**src/rtl/bmrt_pkg.sv**
```systemverilog
package bmrt_pkg;
  typedef enum logic [2:0] {
    S_IDLE  = 3'd0,
    S_START = 3'd1,
    S_WAIT  = 3'd2,
    S_RELQ  = 3'd3,
    S_YIELD = 3'd4
  } st_t;

  typedef enum logic [1:0] {
    T_NONE  = 2'd0,
    T_ACK   = 2'd1,
    T_ERR   = 2'd2,
    T_RETRY = 2'd3
  } term_t;

  typedef enum logic [1:0] {
    RS_OK    = 2'd0,
    RS_BERR  = 2'd1,
    RS_ABORT = 2'd2
  } rstat_t;
endpackage

```
**src/rtl/bmrt_term_dec.sv**
```systemverilog
module bmrt_term_dec
  import bmrt_pkg::*;
(
  input  logic  ack_i,
  input  logic  err_i,
  output term_t term_o
);
  always_comb begin
    unique case ({err_i, ack_i})
      2'b01:   term_o = T_ACK;
      2'b10:   term_o = T_ERR;
      2'b11:   term_o = T_RETRY;
      default: term_o = T_NONE;
    endcase
  end
endmodule

```
**src/rtl/bmrt_addr_seq.sv**
```systemverilog
module bmrt_addr_seq #(
  parameter int ADDR_W     = 32,
  parameter int BEATS      = 4,
  parameter int BEAT_BYTES = 4
) (
  input  logic [ADDR_W-1:0] addr_i,
  output logic [ADDR_W-1:0] addr_nxt_o
);
  localparam int BEAT_W = $clog2(BEATS);
  localparam int OFF_W  = $clog2(BEAT_BYTES);
  localparam int LINE_W = BEAT_W + OFF_W;
  localparam logic [BEAT_W-1:0] STEP = BEAT_W'(1);

  logic [BEAT_W-1:0] idx_nxt;
  assign idx_nxt = addr_i[LINE_W-1:OFF_W] + STEP;

  generate
    if (OFF_W > 0) begin : g_off
      assign addr_nxt_o = {addr_i[ADDR_W-1:LINE_W], idx_nxt, addr_i[OFF_W-1:0]};
    end else begin : g_nooff
      assign addr_nxt_o = {addr_i[ADDR_W-1:LINE_W], idx_nxt};
    end
  endgenerate
endmodule

```
**src/rtl/bmrt_beat_ctr.sv**
```systemverilog
module bmrt_beat_ctr #(
  parameter int BEATS = 4
) (
  input  logic                      clk,
  input  logic                      rst_n,
  input  logic                      clr_i,
  input  logic                      inc_i,
  output logic [$clog2(BEATS)-1:0]  beat_o,
  output logic                      last_o
);
  localparam int BEAT_W = $clog2(BEATS);
  localparam logic [BEAT_W-1:0] LAST = BEAT_W'(BEATS - 1);

  logic [BEAT_W-1:0] beat_d, beat_q;
  logic              beat_en;

  assign beat_en = clr_i | inc_i;

  always_comb begin
    if (clr_i) beat_d = '0;
    else       beat_d = beat_q + BEAT_W'(1);
  end

  always_ff @(posedge clk or negedge rst_n) begin
    if (!rst_n)       beat_q <= '0;
    else if (beat_en) beat_q <= beat_d;
  end

  assign beat_o = beat_q;
  assign last_o = (beat_q == LAST);
endmodule

```
**src/rtl/bus_retry_master.sv**
```systemverilog
module bus_retry_master
  import bmrt_pkg::*;
#(
  parameter int ADDR_W     = 32,
  parameter int BEATS      = 4,
  parameter int BEAT_BYTES = 4,
  parameter int SIZE_W     = 2
) (
  input  logic              clk,
  input  logic              rst_n,
  input  logic              req_valid_i,
  input  logic [ADDR_W-1:0] req_addr_i,
  input  logic              req_write_i,
  input  logic [SIZE_W-1:0] req_size_i,
  input  logic              req_line_i,
  input  logic              req_noburst_i,
  input  logic              req_lock_i,
  input  logic              ack_mode_i,
  input  logic              bus_grant_i,
  input  logic              relock_i,
  input  logic              term_ack_i,
  input  logic              term_err_i,
  output logic              ts_o,
  output logic              tip_o,
  output logic              drive_o,
  output logic [ADDR_W-1:0] addr_o,
  output logic              write_o,
  output logic [SIZE_W-1:0] size_o,
  output logic              burst_o,
  output logic              lock_o,
  output logic              resp_valid_o,
  output logic [1:0]        resp_status_o,
  output logic [ADDR_W-1:0] resp_addr_o
);
  localparam int BEAT_W = $clog2(BEATS);

  st_t               st_q, st_d;
  term_t             term;
  logic [BEAT_W-1:0] beat;
  logic              beat_last;
  logic [ADDR_W-1:0] addr_q, start_q, addr_nxt;
  logic              write_q, line_q, nob_q, lock_q;
  logic [SIZE_W-1:0] size_q;
  logic              accept, beat_clr, beat_inc, addr_adv;
  logic              follow_on, treat_ack, treat_err;
  logic              rsp_set, rsp_valid_q;
  rstat_t            rsp_stat_d, rsp_stat_q;
  logic [ADDR_W-1:0] rsp_addr_d, rsp_addr_q;

  bmrt_term_dec u_term (
    .ack_i  (term_ack_i),
    .err_i  (term_err_i),
    .term_o (term)
  );

  bmrt_addr_seq #(
    .ADDR_W     (ADDR_W),
    .BEATS      (BEATS),
    .BEAT_BYTES (BEAT_BYTES)
  ) u_aseq (
    .addr_i     (addr_q),
    .addr_nxt_o (addr_nxt)
  );

  bmrt_beat_ctr #(.BEATS(BEATS)) u_beat (
    .clk    (clk),
    .rst_n  (rst_n),
    .clr_i  (beat_clr),
    .inc_i  (beat_inc),
    .beat_o (beat),
    .last_o (beat_last)
  );

  // Later cycles of a line are part of the first one and are never rerun.
  assign follow_on = line_q && (beat != '0);

  always_comb begin
    treat_ack = 1'b0;
    treat_err = 1'b0;
    if (st_q == S_WAIT) begin
      case (term)
        T_ACK:   treat_ack = 1'b1;
        T_ERR:   treat_err = 1'b1;
        T_RETRY: begin
          if (follow_on) begin
            treat_ack = ack_mode_i;
            treat_err = !ack_mode_i;
          end
        end
        default: ;
      endcase
    end
  end

  always_comb begin
    st_d       = st_q;
    accept     = 1'b0;
    beat_clr   = 1'b0;
    beat_inc   = 1'b0;
    addr_adv   = 1'b0;
    rsp_set    = 1'b0;
    rsp_stat_d = RS_OK;
    rsp_addr_d = start_q;
    case (st_q)
      S_IDLE: begin
        if (req_valid_i && bus_grant_i) begin
          accept   = 1'b1;
          beat_clr = 1'b1;
          st_d     = S_START;
        end
      end
      S_START: st_d = S_WAIT;
      S_WAIT: begin
        if (treat_err) begin
          rsp_set    = 1'b1;
          rsp_stat_d = RS_BERR;
          rsp_addr_d = addr_q;
          st_d       = S_IDLE;
        end else if (treat_ack) begin
          if (!line_q || beat_last) begin
            rsp_set = 1'b1;
            st_d    = S_IDLE;
          end else begin
            beat_inc = 1'b1;
            addr_adv = 1'b1;
            st_d     = nob_q ? S_START : S_WAIT;
          end
        end else if (term == T_RETRY) begin
          if (bus_grant_i) begin
            st_d = S_START;
          end else if (lock_q && relock_i) begin
            rsp_set    = 1'b1;
            rsp_stat_d = RS_ABORT;
            st_d       = S_YIELD;
          end else begin
            st_d = S_RELQ;
          end
        end
      end
      S_RELQ:  if (bus_grant_i) st_d = S_START;
      S_YIELD: if (bus_grant_i) st_d = S_IDLE;
      default: st_d = S_IDLE;
    endcase
  end

  always_ff @(posedge clk or negedge rst_n) begin
    if (!rst_n) st_q <= S_IDLE;
    else        st_q <= st_d;
  end

  always_ff @(posedge clk or negedge rst_n) begin
    if (!rst_n) begin
      start_q <= '0;
      write_q <= 1'b0;
      size_q  <= '0;
      line_q  <= 1'b0;
      nob_q   <= 1'b0;
      lock_q  <= 1'b0;
    end else if (accept) begin
      start_q <= req_addr_i;
      write_q <= req_write_i;
      size_q  <= req_size_i;
      line_q  <= req_line_i;
      nob_q   <= req_noburst_i;
      lock_q  <= req_lock_i;
    end
  end

  always_ff @(posedge clk or negedge rst_n) begin
    if (!rst_n)        addr_q <= '0;
    else if (accept)   addr_q <= req_addr_i;
    else if (addr_adv) addr_q <= addr_nxt;
  end

  always_ff @(posedge clk or negedge rst_n) begin
    if (!rst_n) rsp_valid_q <= 1'b0;
    else        rsp_valid_q <= rsp_set;
  end

  always_ff @(posedge clk or negedge rst_n) begin
    if (!rst_n) begin
      rsp_stat_q <= RS_OK;
      rsp_addr_q <= '0;
    end else if (rsp_set) begin
      rsp_stat_q <= rsp_stat_d;
      rsp_addr_q <= rsp_addr_d;
    end
  end

  assign ts_o          = (st_q == S_START);
  assign tip_o         = (st_q == S_START) || (st_q == S_WAIT);
  assign drive_o       = (st_q == S_IDLE) ? bus_grant_i
                                          : !((st_q == S_RELQ) || (st_q == S_YIELD));
  assign addr_o        = addr_q;
  assign write_o       = write_q;
  assign size_o        = size_q;
  assign burst_o       = line_q && !nob_q;
  assign lock_o        = lock_q && tip_o;
  assign resp_valid_o  = rsp_valid_q;
  assign resp_status_o = rsp_stat_q;
  assign resp_addr_o   = rsp_addr_q;
endmodule

```
**config.mk**
```make
export PLATFORM = sky130hd
export DESIGN_NAME = bus_retry_master
export DESIGN_NICKNAME = d
export VERILOG_FILES = /design/src/rtl/bmrt_pkg.sv /design/src/rtl/bmrt_term_dec.sv /design/src/rtl/bmrt_addr_seq.sv /design/src/rtl/bmrt_beat_ctr.sv /design/src/rtl/bus_retry_master.sv
export SDC_FILE = /design/constraint.sdc
export NUM_CORES = 1
export LEC_CHECK = 0
export BUFFER_PORTS_ARGS = -buffer_cell sky130_fd_sc_hd__buf_2
export CORE_MARGIN = 8
export CORE_UTILIZATION = 50
export DETAILED_ROUTE_END_ITERATION = 8
export PLACE_DENSITY = 0.76
export RECOVER_POWER = 25
export SYNTH_ARGS = -nofsm -noshare
export SYNTH_HDL_FRONTEND = slang
export SYNTH_SLANG_ARGS = --single-unit
```
**constraint.sdc**
```tcl
create_clock -name clk -period 4 [get_ports clk]
set_input_delay 1 -clock clk [delete_from_list [all_inputs] [get_ports clk]]
set_output_delay 1 -clock clk [all_outputs]
set_load 0.05 [all_outputs]
```
==> impl_results.html, run 1 <==
<table>
<tr><th>Metric</th><th>Value</th></tr>
<tr><th colspan="2">Worst setup path</th></tr>
<tr><td>Crit path from</td><td>st_q[2]</td></tr>
<tr><td>Critical path cell sequence</td><td>or3b_1, nand2b_1, and2_1, buf_2</td></tr>
<tr><td>Sort of element at the end of the critical path</td><td>output port</td></tr>
<tr><td>Data required time at the worst endpoint</td><td>3000 ps</td></tr>
<tr><td>Cell family with most CP delay</td><td>simple AND/OR/NAND/NOR gates</td></tr>
<tr><td>Worst path max stage delay</td><td>470 ps</td></tr>
<tr><td>Worst-path cell with the longest stage delay</td><td>or3b_1</td></tr>
<tr><td>Setup slack of the most critical reg-to-reg path</td><td>1490 ps</td></tr>
<tr><td>Worst endpoint data arrival time</td><td>1770 ps</td></tr>
<tr><td>Worst setup path class</td><td>reg2out</td></tr>
<tr><td>CP Launch Type</td><td>flip-flop</td></tr>
<tr><td>Number of gates on the worst path with buffers counted</td><td>4</td></tr>
<tr><td>Depth of the most critical reg-to-reg path</td><td>7</td></tr>
<tr><td>Biggest fanout along the worst timing path</td><td>7</td></tr>
<tr><td>Terminus of the critical flop-to-flop path</td><td>resp_addr_o[22]</td></tr>
<tr><td>WP buf/inv</td><td>1</td></tr>
<tr><td>Critical Path End</td><td>lock_o</td></tr>
<tr><td>Launch point of the worst reg-to-reg path</td><td>u_beat.beat_o[0]</td></tr>
<tr><th colspan="2">Synthesis</th></tr>
<tr><td>Number of enable flip-flop cells after synthesis</td><td>0</td></tr>
<tr><td>Synth Register Bits</td><td>110</td></tr>
<tr><td>Sequential fraction of the synthesis area</td><td>0.5588</td></tr>
<tr><td>Number of instances in the synthesized netlist</td><td>440</td></tr>
<tr><td>Summed instance area of the synthesized netlist</td><td>about 4900 µm²</td></tr>
<tr><td>Synth cell types</td><td>37</td></tr>
<tr><td>Flip-flop cell with the highest count after synthesis</td><td>dfrtp_1</td></tr>
<tr><td>Mean instance size in the synthesized netlist</td><td>11.20 µm²</td></tr>
<tr><td>Synth Net Count</td><td>488</td></tr>
<tr><td>Share of flip-flops with an asynchronous set or reset after synthesis</td><td>1.000</td></tr>
<tr><td>Count of warnings emitted by yosys</td><td>0</td></tr>
<tr><th colspan="2">Routing</th></tr>
<tr><td>Number of remaining DRC errors</td><td>0</td></tr>
<tr><td>Detailed-routed wire length on met2</td><td>5471 µm</td></tr>
<tr><td>Routed Antenna Nets</td><td>0</td></tr>
<tr><td>Met3 Wirelength</td><td>562 µm</td></tr>
<tr><td>Number of DRC markers in iteration 0</td><td>roughly 180</td></tr>
<tr><td>Vias/cell</td><td>4.858</td></tr>
<tr><td>Met1 Routed Length</td><td>4510 µm</td></tr>
<tr><td>Total vias in the final route</td><td>3,352</td></tr>
<tr><td>Routed Wire Length</td><td>10,690 µm</td></tr>
<tr><td>Top Metal Used</td><td>met4</td></tr>
<tr><td>1st-pass router iterations</td><td>4</td></tr>
<tr><td>Final routed wire length divided by cell count</td><td>15.49 µm</td></tr>
<tr><th colspan="2">Timing</th></tr>
<tr><td>Final-report setup violation count</td><td>0</td></tr>
<tr><td>Setup repair after global routing missed its margin</td><td>false</td></tr>
<tr><td>Clock tree skew after final layout</td><td>9.569 ps</td></tr>
<tr><td>Minimum period implied by the final worst setup slack</td><td>2768 ps</td></tr>
<tr><td>Fin crit share</td><td>0.6921</td></tr>
<tr><td>Final Hold Vio Count</td><td>0</td></tr>
<tr><td>Final Hold Slack</td><td>479.7 ps</td></tr>
<tr><td>TNS Setup</td><td>0 ps</td></tr>
<tr><td>Actual transition at the worst max-transition pin</td><td>1388 ps</td></tr>
<tr><td>Max-slew violations</td><td>0</td></tr>
<tr><td>Achievable clock frequency</td><td>around 360 MHz</td></tr>
<tr><td>Relative slew slack</td><td>0.07469</td></tr>
<tr><th colspan="2">Clock network</th></tr>
<tr><td>Number of hold buffers added after CTS</td><td>0</td></tr>
<tr><td>Clock Sinks</td><td>110</td></tr>
<tr><td>Root Buffer</td><td>clkbuf_8</td></tr>
<tr><td>Number of buffers on the longest clock path</td><td>2</td></tr>
<tr><td>Post-cts sizing count</td><td>0</td></tr>
<tr><td>Total clock buffers created by CTS</td><td>9</td></tr>
<tr><td>Post-CTS setup buffers</td><td>0</td></tr>
<tr><td>Clock slew at the register clock pins of the worst setup and hold paths</td><td>100 ps</td></tr>
<tr><td>Insertion delay to the later sink of the worst-skew pair</td><td>around 360 ps</td></tr>
<tr><td>H-tree levels</td><td>3</td></tr>
<tr><td>CTS tree</td><td>yes</td></tr>
<tr><th colspan="2">Global routing</th></tr>
<tr><td>Wire length of the first global-routing pass</td><td>17,370 µm</td></tr>
<tr><td>Number of global-route vias before repair</td><td>3,512</td></tr>
<tr><td>Pin count of the biggest net entering global routing</td><td>59</td></tr>
<tr><td>Number of antenna violations at the first check in global routing</td><td>0</td></tr>
<tr><td>Total GRT Usage</td><td>0.1658</td></tr>
<tr><td>Total grt overflow</td><td>0</td></tr>
<tr><th colspan="2">Hold path</th></tr>
<tr><td>Launch instance of the worst min-delay path</td><td>start_q[17]</td></tr>
<tr><td>Min-delay worst type</td><td>reg2reg</td></tr>
<tr><th colspan="2">Placement</th></tr>
<tr><td>Port Buffers</td><td>120</td></tr>
<tr><td>Final Wtd Congestion</td><td>~0.77</td></tr>
<tr><td>Detailed-placement wirelength estimate</td><td>7594 µm</td></tr>
<tr><th colspan="2">Run</th></tr>
<tr><td>Max-cap violation count</td><td>0</td></tr>
<tr><th colspan="2">Finish</th></tr>
<tr><td>Sequential standard cell area</td><td>~2800 µm²</td></tr>
<tr><td>Filler Cells Inserted</td><td>836</td></tr>
<tr><td>Syn-to-layout area delta</td><td>17.55%</td></tr>
<tr><td>Area occupied by multi-input gates</td><td>around 2000 µm²</td></tr>
<tr><td>Number of inserted diodes</td><td>0</td></tr>
<tr><td>Final Util</td><td>0.5979</td></tr>
<tr><td>Top library cells by usage in the layout, fill and taps aside</td><td>179 x nand2_1, 119 x buf_2, 110 x dfrtp_1</td></tr>
<tr><td>Most common cell after layout, fill and taps aside</td><td>nand2_1</td></tr>
<tr><td>Layout cells sized above 1</td><td>0.3788</td></tr>
<tr><td>Number of nets at the end of the flow</td><td>601</td></tr>
<tr><th colspan="2">Floorplan</th></tr>
<tr><td>IO Pins</td><td>~120</td></tr>
<tr><td>Area of the core</td><td>between 9000 and 10,000 µm²</td></tr>
<tr><td>Effective utilization at floorplan</td><td>0.5087</td></tr>
<tr><td>Floorplan die width</td><td>between 100 and 150 µm</td></tr>
<tr><td>Row cnt</td><td>36</td></tr>
<tr><td>Die height</td><td>115.3 µm</td></tr>
<tr><td>Area of the die</td><td>13,280 µm²</td></tr>
<tr><th colspan="2">Power</th></tr>
<tr><td>Highest ir drop seen on vdd</td><td>0.0005978 V</td></tr>
<tr><td>Leakage</td><td>3.244 nW</td></tr>
<tr><td>Total power</td><td>~5.7 mW</td></tr>
<tr><td>Cell area power density</td><td>980.6 nW/µm²</td></tr>
<tr><th colspan="2">Status</th></tr>
<tr><td>Result of the run</td><td>complete, no violations</td></tr>
</table>
[cell type report]
| cell class | count | share of cell area |
|---|---|---|
| Tap cell | 133 | 0.02874 |
| Inverter | 7 | 0.004538 |
| Clock inverter | 5 | 0.006050 |
| Timing Repair Buffer | 124 | 0.1111 |
| Clock buffer | 10 | 0.02377 |
| Multi-Input combinational cell | 301 | 0.3505 |
| Sequential cell | 110 | 0.4754 |
[how the worst min path moves through the flow]
stage,endpoint,slack (ps),depth (start not counted)
6_report,start_q[17],480,2
5_1_grt,write_o,510,2
4_1_cts,start_q[17],480,2
3_5_place_dp,start_q[17],460,2
3_3_place_gp,size_o[1],450,2
2_1_floorplan,start_q[17],440,2
[cell families (layout without fill, tap and decap cells)]
logic type                 Yosys count  count (layout)  share of synthesized area
DFF                                110             110                     0.5588
and+or+nand+nor                    209             209                     0.1750
adders and majority gates            2               2                   0.005079
muxes                               66              66                     0.1946
xor gates and xnor gates             2               2                   0.003557
buffers and inverters               29             146                    0.03099
AOI/OAI and AO/OA                   22              22                    0.03201
[state kept, by name, indices dropped and copies added (netlist names)]
| name | flops |
|---|---|
| u_beat.beat_o | 2 |
| resp_addr_o | 32 |
| line_q | 1 |
| start_q | 32 |
| write_o | 1 |
| lock_q | 1 |
| resp_status_o | 2 |
| size_o | 2 |
| resp_valid_o | 1 |
| nob_q | 1 |
| st_q | 3 |
| addr_o | 32 |
[synth_stat cells, types with 3 or more instances]
cell type / count / share of area
a21oi_1: 6 / 0.0061
buf_4: 5 / 0.0076
buf_6: 3 / 0.0069
clkbuf_1: 10 / 0.0076
dfrtp_1: 110 / 0.56
inv_1: 7 / 0.0053
mux2_2: 6 / 0.014
mux2_4: 58 / 0.18
nand2_1: 179 / 0.14
nand2b_1: 5 / 0.0064
nor2_1: 9 / 0.0069
nor3b_1: 3 / 0.0046
o21ai_0: 7 / 0.0071
[metrics by stage]
| stage | setup WS [ps] | cells | area [µm²] |
|---|---|---|---|
| after detailed placement | 1110 | 675 | 5633 |
| after global placement | 1178 | 675 | 5633 |
| final | 1232 | 690 | 5791 |
| after global routing | 1137 | 690 | 5791 |
| after CTS | 1202 | 690 | 5806 |
| after floorplan | 272.4 | 440 | 4926 |
[tightest hold or removal path, cell delays in order (launching register included)]
cell and delay, ps:
dfrtp_1 350, nand2_1 50, nand2_1 50
[power breakdown]
group	switching (mW)	leakage (nW)	internal [mW]
combinational	2.03	1.78	1.03
sequential	0.368	1.38	1.65
clock	0.360	0.0885	0.242
total	2.75	3.24	2.92
[metal layers]
metal	up-vias	global-route usage
met5	-	0
met4	0	0.06392
met3	10	0.03151
met2	73	0.2841
met1	1630	0.2021
li1	1639	-
(Power assumes the default switching activity.)
==> run 2, diff against run 1 <==
- CORE_UTILIZATION: 50 -> 48
- clock period: 4 -> 2.25 ns (I/O delays scaled with it)
==> run 2 against run 1 <==
Against the previous run: highest routed layer unchanged; die area rose by 3.6%; sequential share of layout area fell by 1.4 points; design area rose by 3.2%; largest cell class unchanged; worst hold slack got worse by 150 ps; register-to-register slack got worse by 1300 ps; global-route usage fell by 0.20 points; largest power group unchanged.
==> impl_results.html, run 2 (synthesis results as in run 1) <==
<table>
<tr><th>Metric</th><th>Value</th></tr>
<tr><th colspan="2">Power</th></tr>
<tr><td>Cell area power density</td><td>1746 nW/µm² (+78%)</td></tr>
<tr><td>Highest ir drop seen on vdd</td><td>0.0007907 V (+32%)</td></tr>
<tr><td>Leakage</td><td>3.330 nW (+2.6%)</td></tr>
<tr><th colspan="2">Routing</th></tr>
<tr><td>Number of DRC markers in iteration 0</td><td>160 (-11%)</td></tr>
<tr><td>Total vias in the final route</td><td>3,447 (+2.8%)</td></tr>
<tr><td>Number of remaining DRC errors</td><td>0 (unchanged)</td></tr>
<tr><td>1st-pass router iterations</td><td>4 (unchanged)</td></tr>
<tr><td>Final routed wire length divided by cell count</td><td>15.71 µm (+1.5%)</td></tr>
<tr><td>Routed Wire Length</td><td>11,090 µm (+3.8%)</td></tr>
<tr><td>Vias/cell</td><td>4.882 (+0.50%)</td></tr>
<tr><td>Routed Antenna Nets</td><td>0 (unchanged)</td></tr>
<tr><th colspan="2">Floorplan</th></tr>
<tr><td>Area of the die</td><td>13,760 µm² (+3.6%)</td></tr>
<tr><td>Effective utilization at floorplan</td><td>0.4859 (-0.02279)</td></tr>
<tr><td>Row cnt</td><td>37 (+2.8%)</td></tr>
<tr><td>Die height</td><td>117.3 µm (+1.8%)</td></tr>
<tr><td>Floorplan die width</td><td>117.3 µm (+1.8%)</td></tr>
<tr><td>Area of the core</td><td>10,140 µm² (+4.7%)</td></tr>
<tr><td>IO Pins</td><td>121 (unchanged)</td></tr>
<tr><th colspan="2">Finish</th></tr>
<tr><td>Number of inserted diodes</td><td>0 (unchanged)</td></tr>
<tr><td>Number of nets at the end of the flow</td><td>613 (+2.0%)</td></tr>
<tr><td>Post-route standard cell area excluding fillers</td><td>5978 µm² (+3.2%)</td></tr>
<tr><td>Syn-to-layout area delta</td><td>21.36%</td></tr>
<tr><td>Most common cell after layout, fill and taps aside</td><td>nand2_1</td></tr>
<tr><td>Number of non-filler instances in the completed layout</td><td>706 (+2.3%)</td></tr>
<tr><td>Layout cells sized above 1</td><td>0.4035 (+0.02469)</td></tr>
<tr><td>Top library cells by usage in the layout, fill and taps aside</td><td>179 x nand2_1, 117 x buf_2, 107 x dfrtp_1</td></tr>
<tr><th colspan="2">Clock network</th></tr>
<tr><td>Insertion delay to the later sink of the worst-skew pair</td><td>370 ps (about the same)</td></tr>
<tr><td>CTS tree</td><td>yes</td></tr>
<tr><td>Number of hold buffers added after CTS</td><td>0 (unchanged)</td></tr>
<tr><td>Clock Sinks</td><td>110 (unchanged)</td></tr>
<tr><td>Root Buffer</td><td>clkbuf_8</td></tr>
<tr><td>Clock slew at the register clock pins of the worst setup and hold paths</td><td>100 ps (about the same)</td></tr>
<tr><td>Number of buffers on the longest clock path</td><td>2 (unchanged)</td></tr>
<tr><td>Total clock buffers created by CTS</td><td>9 (unchanged)</td></tr>
<tr><td>H-tree levels</td><td>3 (unchanged)</td></tr>
<tr><th colspan="2">Status</th></tr>
<tr><td>Result of the run</td><td>complete, no violations</td></tr>
<tr><th colspan="2">Placement</th></tr>
<tr><td>Detailed-placement wirelength estimate</td><td>7709 µm (+1.5%)</td></tr>
<tr><td>Final Wtd Congestion</td><td>0.8058 (+5.1%)</td></tr>
<tr><td>Placed cell area</td><td>5719 µm² (+1.5%)</td></tr>
<tr><td>Port Buffers</td><td>120 (unchanged)</td></tr>
<tr><td>Pre-CTS setup slack</td><td>168.8 ps (-940.8 ps)</td></tr>
<tr><td>Number of cells after detailed placement</td><td>683 (+1.2%)</td></tr>
<tr><th colspan="2">Worst setup path</th></tr>
<tr><td>Worst setup path class</td><td>reg2out</td></tr>
<tr><td>Data required time at the worst endpoint</td><td>1690 ps (-1310 ps)</td></tr>
<tr><td>Biggest fanout along the worst timing path</td><td>3 (-4)</td></tr>
<tr><td>Worst endpoint data arrival time</td><td>1610 ps (-160 ps)</td></tr>
<tr><td>CP Launch Type</td><td>flip-flop</td></tr>
<tr><td>Sort of element at the end of the critical path</td><td>output port</td></tr>
<tr><td>Setup slack of the most critical reg-to-reg path</td><td>170 ps (-1320 ps)</td></tr>
<tr><th colspan="2">Hold path</th></tr>
<tr><td>Min-delay worst type</td><td>in2async</td></tr>
<tr><th colspan="2">Global routing</th></tr>
<tr><td>Number of antenna violations at the first check in global routing</td><td>0 (unchanged)</td></tr>
<tr><td>Total grt overflow</td><td>0 (unchanged)</td></tr>
<tr><td>Number of global-route vias before repair</td><td>3,834 (+9.2%)</td></tr>
<tr><td>Total GRT Usage</td><td>0.1637 (-0.002018)</td></tr>
<tr><td>Pin count of the biggest net entering global routing</td><td>56 (-5.1%)</td></tr>
<tr><td>Wire length of the first global-routing pass</td><td>18,690 µm (+7.6%)</td></tr>
<tr><th colspan="2">Timing</th></tr>
<tr><td>Setup repair after global routing missed its margin</td><td>false</td></tr>
<tr><td>Clock tree skew after final layout</td><td>14.39 ps (+4.823 ps)</td></tr>
<tr><td>Achievable clock frequency</td><td>460.2 MHz</td></tr>
<tr><td>Final-report setup violation count</td><td>0 (unchanged)</td></tr>
<tr><td>TNS Setup</td><td>0 ps (unchanged)</td></tr>
<tr><td>Final Hold Slack</td><td>327.5 ps (-152.2 ps)</td></tr>
<tr><td>Worst Slack Setup Final</td><td>76.89 ps (-1155 ps)</td></tr>
<tr><td>Fin crit share</td><td>0.9658</td></tr>
<tr><td>Relative slew slack</td><td>0.3012 (+0.2266)</td></tr>
<tr><td>Max-slew violations</td><td>0 (unchanged)</td></tr>
<tr><td>Actual transition at the worst max-transition pin</td><td>1048 ps (-339.8 ps)</td></tr>
<tr><td>Final Hold Vio Count</td><td>0 (unchanged)</td></tr>
<tr><td>Minimum period implied by the final worst setup slack</td><td>2173 ps</td></tr>
<tr><th colspan="2">Run</th></tr>
<tr><td>Max-cap violation count</td><td>0 (unchanged)</td></tr>
</table>
-- run 2: changes by cell type in the layout (fill, tap and decap cells not counted), sizes merged --
cell,previous run,this run
buf,123,132
bufinv,0,1
clkbuf,11,14
clkinv,3,0
inv,8,11
-- run 2: per-stage QoR --
step,power (mW),util
2_1_floorplan,7.893,-
3_3_place_gp,9.015,0.5641
3_5_place_dp,9.202,0.5641
4_1_cts,10.54,0.5909
5_1_grt,11.04,0.5897
6_report,10.44,0.5897
-- run 2: path summary, 6_finish.rpt --
kind                                    to  cells past startpoint             start
max                                 lock_o                      4           st_q[2]
min                                st_q[0]                      1             rst_n
max reg2reg                resp_addr_o[15]                      8  u_beat.beat_o[0]
min reg2reg                    start_q[18]                      2       start_q[18]
max in group asynchronous      start_q[11]                      2             rst_n
min in group clk                   write_o                      3       req_write_i
-- run 2: repair_timing --
item,CTS,global route
cloned,0,0
gates resized for setup,5,2
setup endpoints to repair,2,2
buffers inserted,7,0
-- run 2: report_power, final --
part / switching (mW) / internal, mW / leakage (nW) / total, mW
Combinational: 3.66 / 1.94 / 1.85 / 5.61
Clock: 0.693 / 0.562 / 0.104 / 1.26
Sequential: 0.639 / 2.94 / 1.37 / 3.57
-- run 2: layout make-up --
class	count	area, µm²
fill	848	4160
multi-input combinational	301	2052
tap	136	170.2
inverter	7	26.28
sequential	110	2756
clock buffer	10	137.6
timing repair buffer	136	763.2
clock inverter	6	72.57
-- run 2: critical path, cell delays in order, from the launching register on --
cell and delay (ps):
dfrtp_2 430, or3b_4 440, nand2b_4 80, and2_2 140
buf_6 150
-- run 2: per-layer routing --
layer / vias to the layer above / wire, µm / GRT usage
met5: - / 0 / 0
met4: 0 / 160 / 0.06488
met3: 11 / 443 / 0.03453
met2: 79 / 5506 / 0.2837
met1: 1696 / 4983 / 0.1939
li1: 1661 / - / -
==> run 3, diff against run 2 <==
- CORE_MARGIN: 8 -> default
- CORE_UTILIZATION: 48 -> 50
- clock period: 2.25 -> 2 ns (I/O delays scaled with it)
==> run 3 against run 2 <==
Against the previous run: the run now ends with max-capacitance violations, max-slew violations, negative setup slack left; worst hold slack worse by 25 ps; clock power rose by 6%; register-to-register slack worse by 250 ps; combinational power increased by 22%; power grew 17%; first-iteration DRC count increased by 17%; count of clock-buffer cells in the layout shrank 1; utilization up 9.2 points; sequential cell count unchanged.
==> impl_results.html, run 3 (synthesis results as in run 1) <==
<table>
<tr><th>Metric</th><th>Value</th></tr>
<tr><th colspan="2">Worst setup path</th></tr>
<tr><td>Data required time at the worst endpoint</td><td>2260 ps (+570 ps)</td></tr>
<tr><td>CP Launch Type</td><td>flip-flop</td></tr>
<tr><td>Sort of element at the end of the critical path</td><td>flip-flop</td></tr>
<tr><td>Launch point of the worst reg-to-reg path</td><td>u_beat.beat_o[0]</td></tr>
<tr><td>Critical Path End</td><td>resp_addr_o[16]</td></tr>
<tr><td>Terminus of the critical flop-to-flop path</td><td>resp_addr_o[16]</td></tr>
<tr><td>Setup slack of the most critical reg-to-reg path</td><td>-80 ps (-250 ps)</td></tr>
<tr><td>Depth of the most critical reg-to-reg path</td><td>9 (+1)</td></tr>
<tr><td>Worst endpoint data arrival time</td><td>2340 ps (+730 ps)</td></tr>
<tr><td>Biggest fanout along the worst timing path</td><td>5 (+2)</td></tr>
<tr><td>Crit path from</td><td>u_beat.beat_o[0]</td></tr>
<tr><td>Worst setup path class</td><td>reg2reg</td></tr>
<tr><th colspan="2">Timing</th></tr>
<tr><td>Minimum period implied by the final worst setup slack</td><td>2077 ps</td></tr>
<tr><td>Worst Slack Setup Final</td><td>-77.40 ps (-154.3 ps)</td></tr>
<tr><td>Final Hold Vio Count</td><td>0 (unchanged)</td></tr>
<tr><td>Setup repair after global routing missed its margin</td><td>true</td></tr>
<tr><td>Actual transition at the worst max-transition pin</td><td>1533 ps (+484.9 ps)</td></tr>
<tr><td>Relative slew slack</td><td>-0.02206 (-0.3233)</td></tr>
<tr><td>Max-slew violations</td><td>63 (+63)</td></tr>
<tr><td>Final-report setup violation count</td><td>28 (+28)</td></tr>
<tr><td>TNS Setup</td><td>-1473 ps (-1473 ps)</td></tr>
<tr><td>Achievable clock frequency</td><td>481.4 MHz</td></tr>
<tr><td>Final Hold Slack</td><td>302.4 ps (-25.04 ps)</td></tr>
<tr><td>Clock tree skew after final layout</td><td>13.77 ps (-0.6216 ps)</td></tr>
<tr><td>Fin crit share</td><td>1.039</td></tr>
<tr><th colspan="2">Routing</th></tr>
<tr><td>1st-pass router iterations</td><td>4 (unchanged)</td></tr>
<tr><td>Final routed wire length divided by cell count</td><td>15.98 µm (+1.7%)</td></tr>
<tr><td>Total vias in the final route</td><td>3,627 (+5.2%)</td></tr>
<tr><td>Routed Wire Length</td><td>11,540 µm (+4.0%)</td></tr>
<tr><td>Routed Antenna Nets</td><td>0 (unchanged)</td></tr>
<tr><td>Number of remaining DRC errors</td><td>0 (unchanged)</td></tr>
<tr><td>Vias/cell</td><td>5.024 (+2.9%)</td></tr>
<tr><td>Number of DRC markers in iteration 0</td><td>187 (+17%)</td></tr>
<tr><th colspan="2">Clock network</th></tr>
<tr><td>H-tree levels</td><td>3 (unchanged)</td></tr>
<tr><td>Clock slew at the register clock pins of the worst setup and hold paths</td><td>120 ps (+20 ps)</td></tr>
<tr><td>Number of buffers on the longest clock path</td><td>2 (unchanged)</td></tr>
<tr><td>Root Buffer</td><td>clkbuf_8</td></tr>
<tr><td>CTS tree</td><td>yes</td></tr>
<tr><td>Clock Sinks</td><td>110 (unchanged)</td></tr>
<tr><td>Total clock buffers created by CTS</td><td>9 (unchanged)</td></tr>
<tr><td>Insertion delay to the later sink of the worst-skew pair</td><td>380 ps (about the same)</td></tr>
<tr><td>Number of hold buffers added after CTS</td><td>0 (unchanged)</td></tr>
<tr><th colspan="2">Placement</th></tr>
<tr><td>Port Buffers</td><td>120 (unchanged)</td></tr>
<tr><td>Number of cells after detailed placement</td><td>684 (+0.15%)</td></tr>
<tr><td>Detailed-placement wirelength estimate</td><td>7303 µm (-5.3%)</td></tr>
<tr><td>Final Wtd Congestion</td><td>0.7917 (-1.7%)</td></tr>
<tr><td>Placed cell area</td><td>5786 µm² (+1.2%)</td></tr>
<tr><td>Pre-CTS setup slack</td><td>-32.30 ps (-201.1 ps)</td></tr>
<tr><th colspan="2">Floorplan</th></tr>
<tr><td>Row cnt</td><td>35 (-5.4%)</td></tr>
<tr><td>Floorplan die width</td><td>101.3 µm (-14%)</td></tr>
<tr><td>Area of the core</td><td>9371 µm² (-7.6%)</td></tr>
<tr><td>Die height</td><td>101.3 µm (-14%)</td></tr>
<tr><td>Effective utilization at floorplan</td><td>0.5256 (+0.03976)</td></tr>
<tr><td>IO Pins</td><td>121 (unchanged)</td></tr>
<tr><td>Area of the die</td><td>10,250 µm² (-25%)</td></tr>
<tr><th colspan="2">Finish</th></tr>
<tr><td>Filler Cells Inserted</td><td>722 (-15%)</td></tr>
<tr><td>Top library cells by usage in the layout, fill and taps aside</td><td>179 x nand2_1, 116 x buf_2, 108 x dfrtp_1</td></tr>
<tr><td>Number of non-filler instances in the completed layout</td><td>722 (+2.3%)</td></tr>
<tr><td>Syn-to-layout area delta</td><td>29.64%</td></tr>
<tr><td>Number of nets at the end of the flow</td><td>636 (+3.8%)</td></tr>
<tr><td>Layout cells sized above 1</td><td>0.4486 (+0.04506)</td></tr>
<tr><td>Final Util</td><td>0.6814 (+0.09178)</td></tr>
<tr><td>Number of inserted diodes</td><td>0 (unchanged)</td></tr>
<tr><td>Most common cell after layout, fill and taps aside</td><td>nand2_1</td></tr>
<tr><td>Post-route standard cell area excluding fillers</td><td>6386 µm² (+6.8%)</td></tr>
<tr><th colspan="2">Power</th></tr>
<tr><td>Highest ir drop seen on vdd</td><td>0.001089 V (+38%)</td></tr>
<tr><td>Total power</td><td>12.22 mW (+17%)</td></tr>
<tr><td>Leakage</td><td>3.527 nW (+5.9%)</td></tr>
<tr><td>Cell area power density</td><td>1913 nW/µm² (+9.6%)</td></tr>
<tr><th colspan="2">Hold path</th></tr>
<tr><td>Launch instance of the worst min-delay path</td><td>req_size_i[0]</td></tr>
<tr><td>Min-delay worst type</td><td>in2reg</td></tr>
<tr><th colspan="2">Global routing</th></tr>
<tr><td>Pin count of the biggest net entering global routing</td><td>63 (+13%)</td></tr>
<tr><td>Total grt overflow</td><td>0 (unchanged)</td></tr>
<tr><td>Number of antenna violations at the first check in global routing</td><td>0 (unchanged)</td></tr>
<tr><td>Total GRT Usage</td><td>0.2340 (+0.07022)</td></tr>
<tr><td>Wire length of the first global-routing pass</td><td>18,290 µm (-2.1%)</td></tr>
<tr><td>Number of global-route vias before repair</td><td>3,701 (-3.5%)</td></tr>
<tr><th colspan="2">Run</th></tr>
<tr><td>Max-cap violation count</td><td>1 (+1)</td></tr>
<tr><th colspan="2">Status</th></tr>
<tr><td>Violated checks</td><td>max-capacitance violations, max-slew violations, negative setup slack</td></tr>
<tr><td>Result of the run</td><td>finished with violations</td></tr>
</table>
==> run 3: how the worst min path moves through the flow <==
stage | to | slack, ps | cells after the start
finish | size_o[0] | 300 | 3
global route | size_o[0] | 290 | 3
CTS | resp_valid_o | 110 | 2
detailed placement | write_o | 460 | 2
global placement | start_q[19] | 450 | 2
floorplan | addr_o[0] | 200 | 0
==> run 3: timing repair <==
item	4_1_cts	5_1_grt
setup endpoints to repair	35	42
buffers inserted	12	6
cloned	4	2
gates resized for setup	30	14
pin swaps	8	9
==> run 3: area by class of cell <==
cell class                 count  area [µm²]  share of cell area
timing repair buffer         159        1096              0.1716
clock inverter                 7       75.07             0.01176
inverter                       7       26.28            0.004114
tap                          129       161.4             0.02527
clock buffer                   9       123.9             0.01940
multi-input combinational    301        2148              0.3364
sequential                   110        2755              0.4314
==> run 3: metal layers <==
| layer | vias up | global-route usage | share of wire |
|---|---|---|---|
| met5 | - | 0 | 0 |
| met4 | 0 | 0.08919 | 0.015 |
| met3 | 13 | 0.03382 | 0.036 |
| met2 | 79 | 0.4008 | 0.52 |
| met1 | 1817 | 0.3028 | 0.43 |
| li1 | 1718 | - | - |
==> run 3: report_power, final <==
group	switching, mW	internal [mW]	leakage, nW
clock	0.832	0.497	0.0985
combinational	4.28	2.56	2.05
sequential	0.746	3.30	1.37
total	5.86	6.36	3.53
==> run 3: critical path, cell delays in order (launching register included) <==
cell	delay [ps]
dfrtp_1	390
inv_1	60
ha_2	180
nand2b_4	160
o21ai_4	170
nand3_4	130
buf_6	170
buf_16	140
mux2_4	300
mux2_4	260
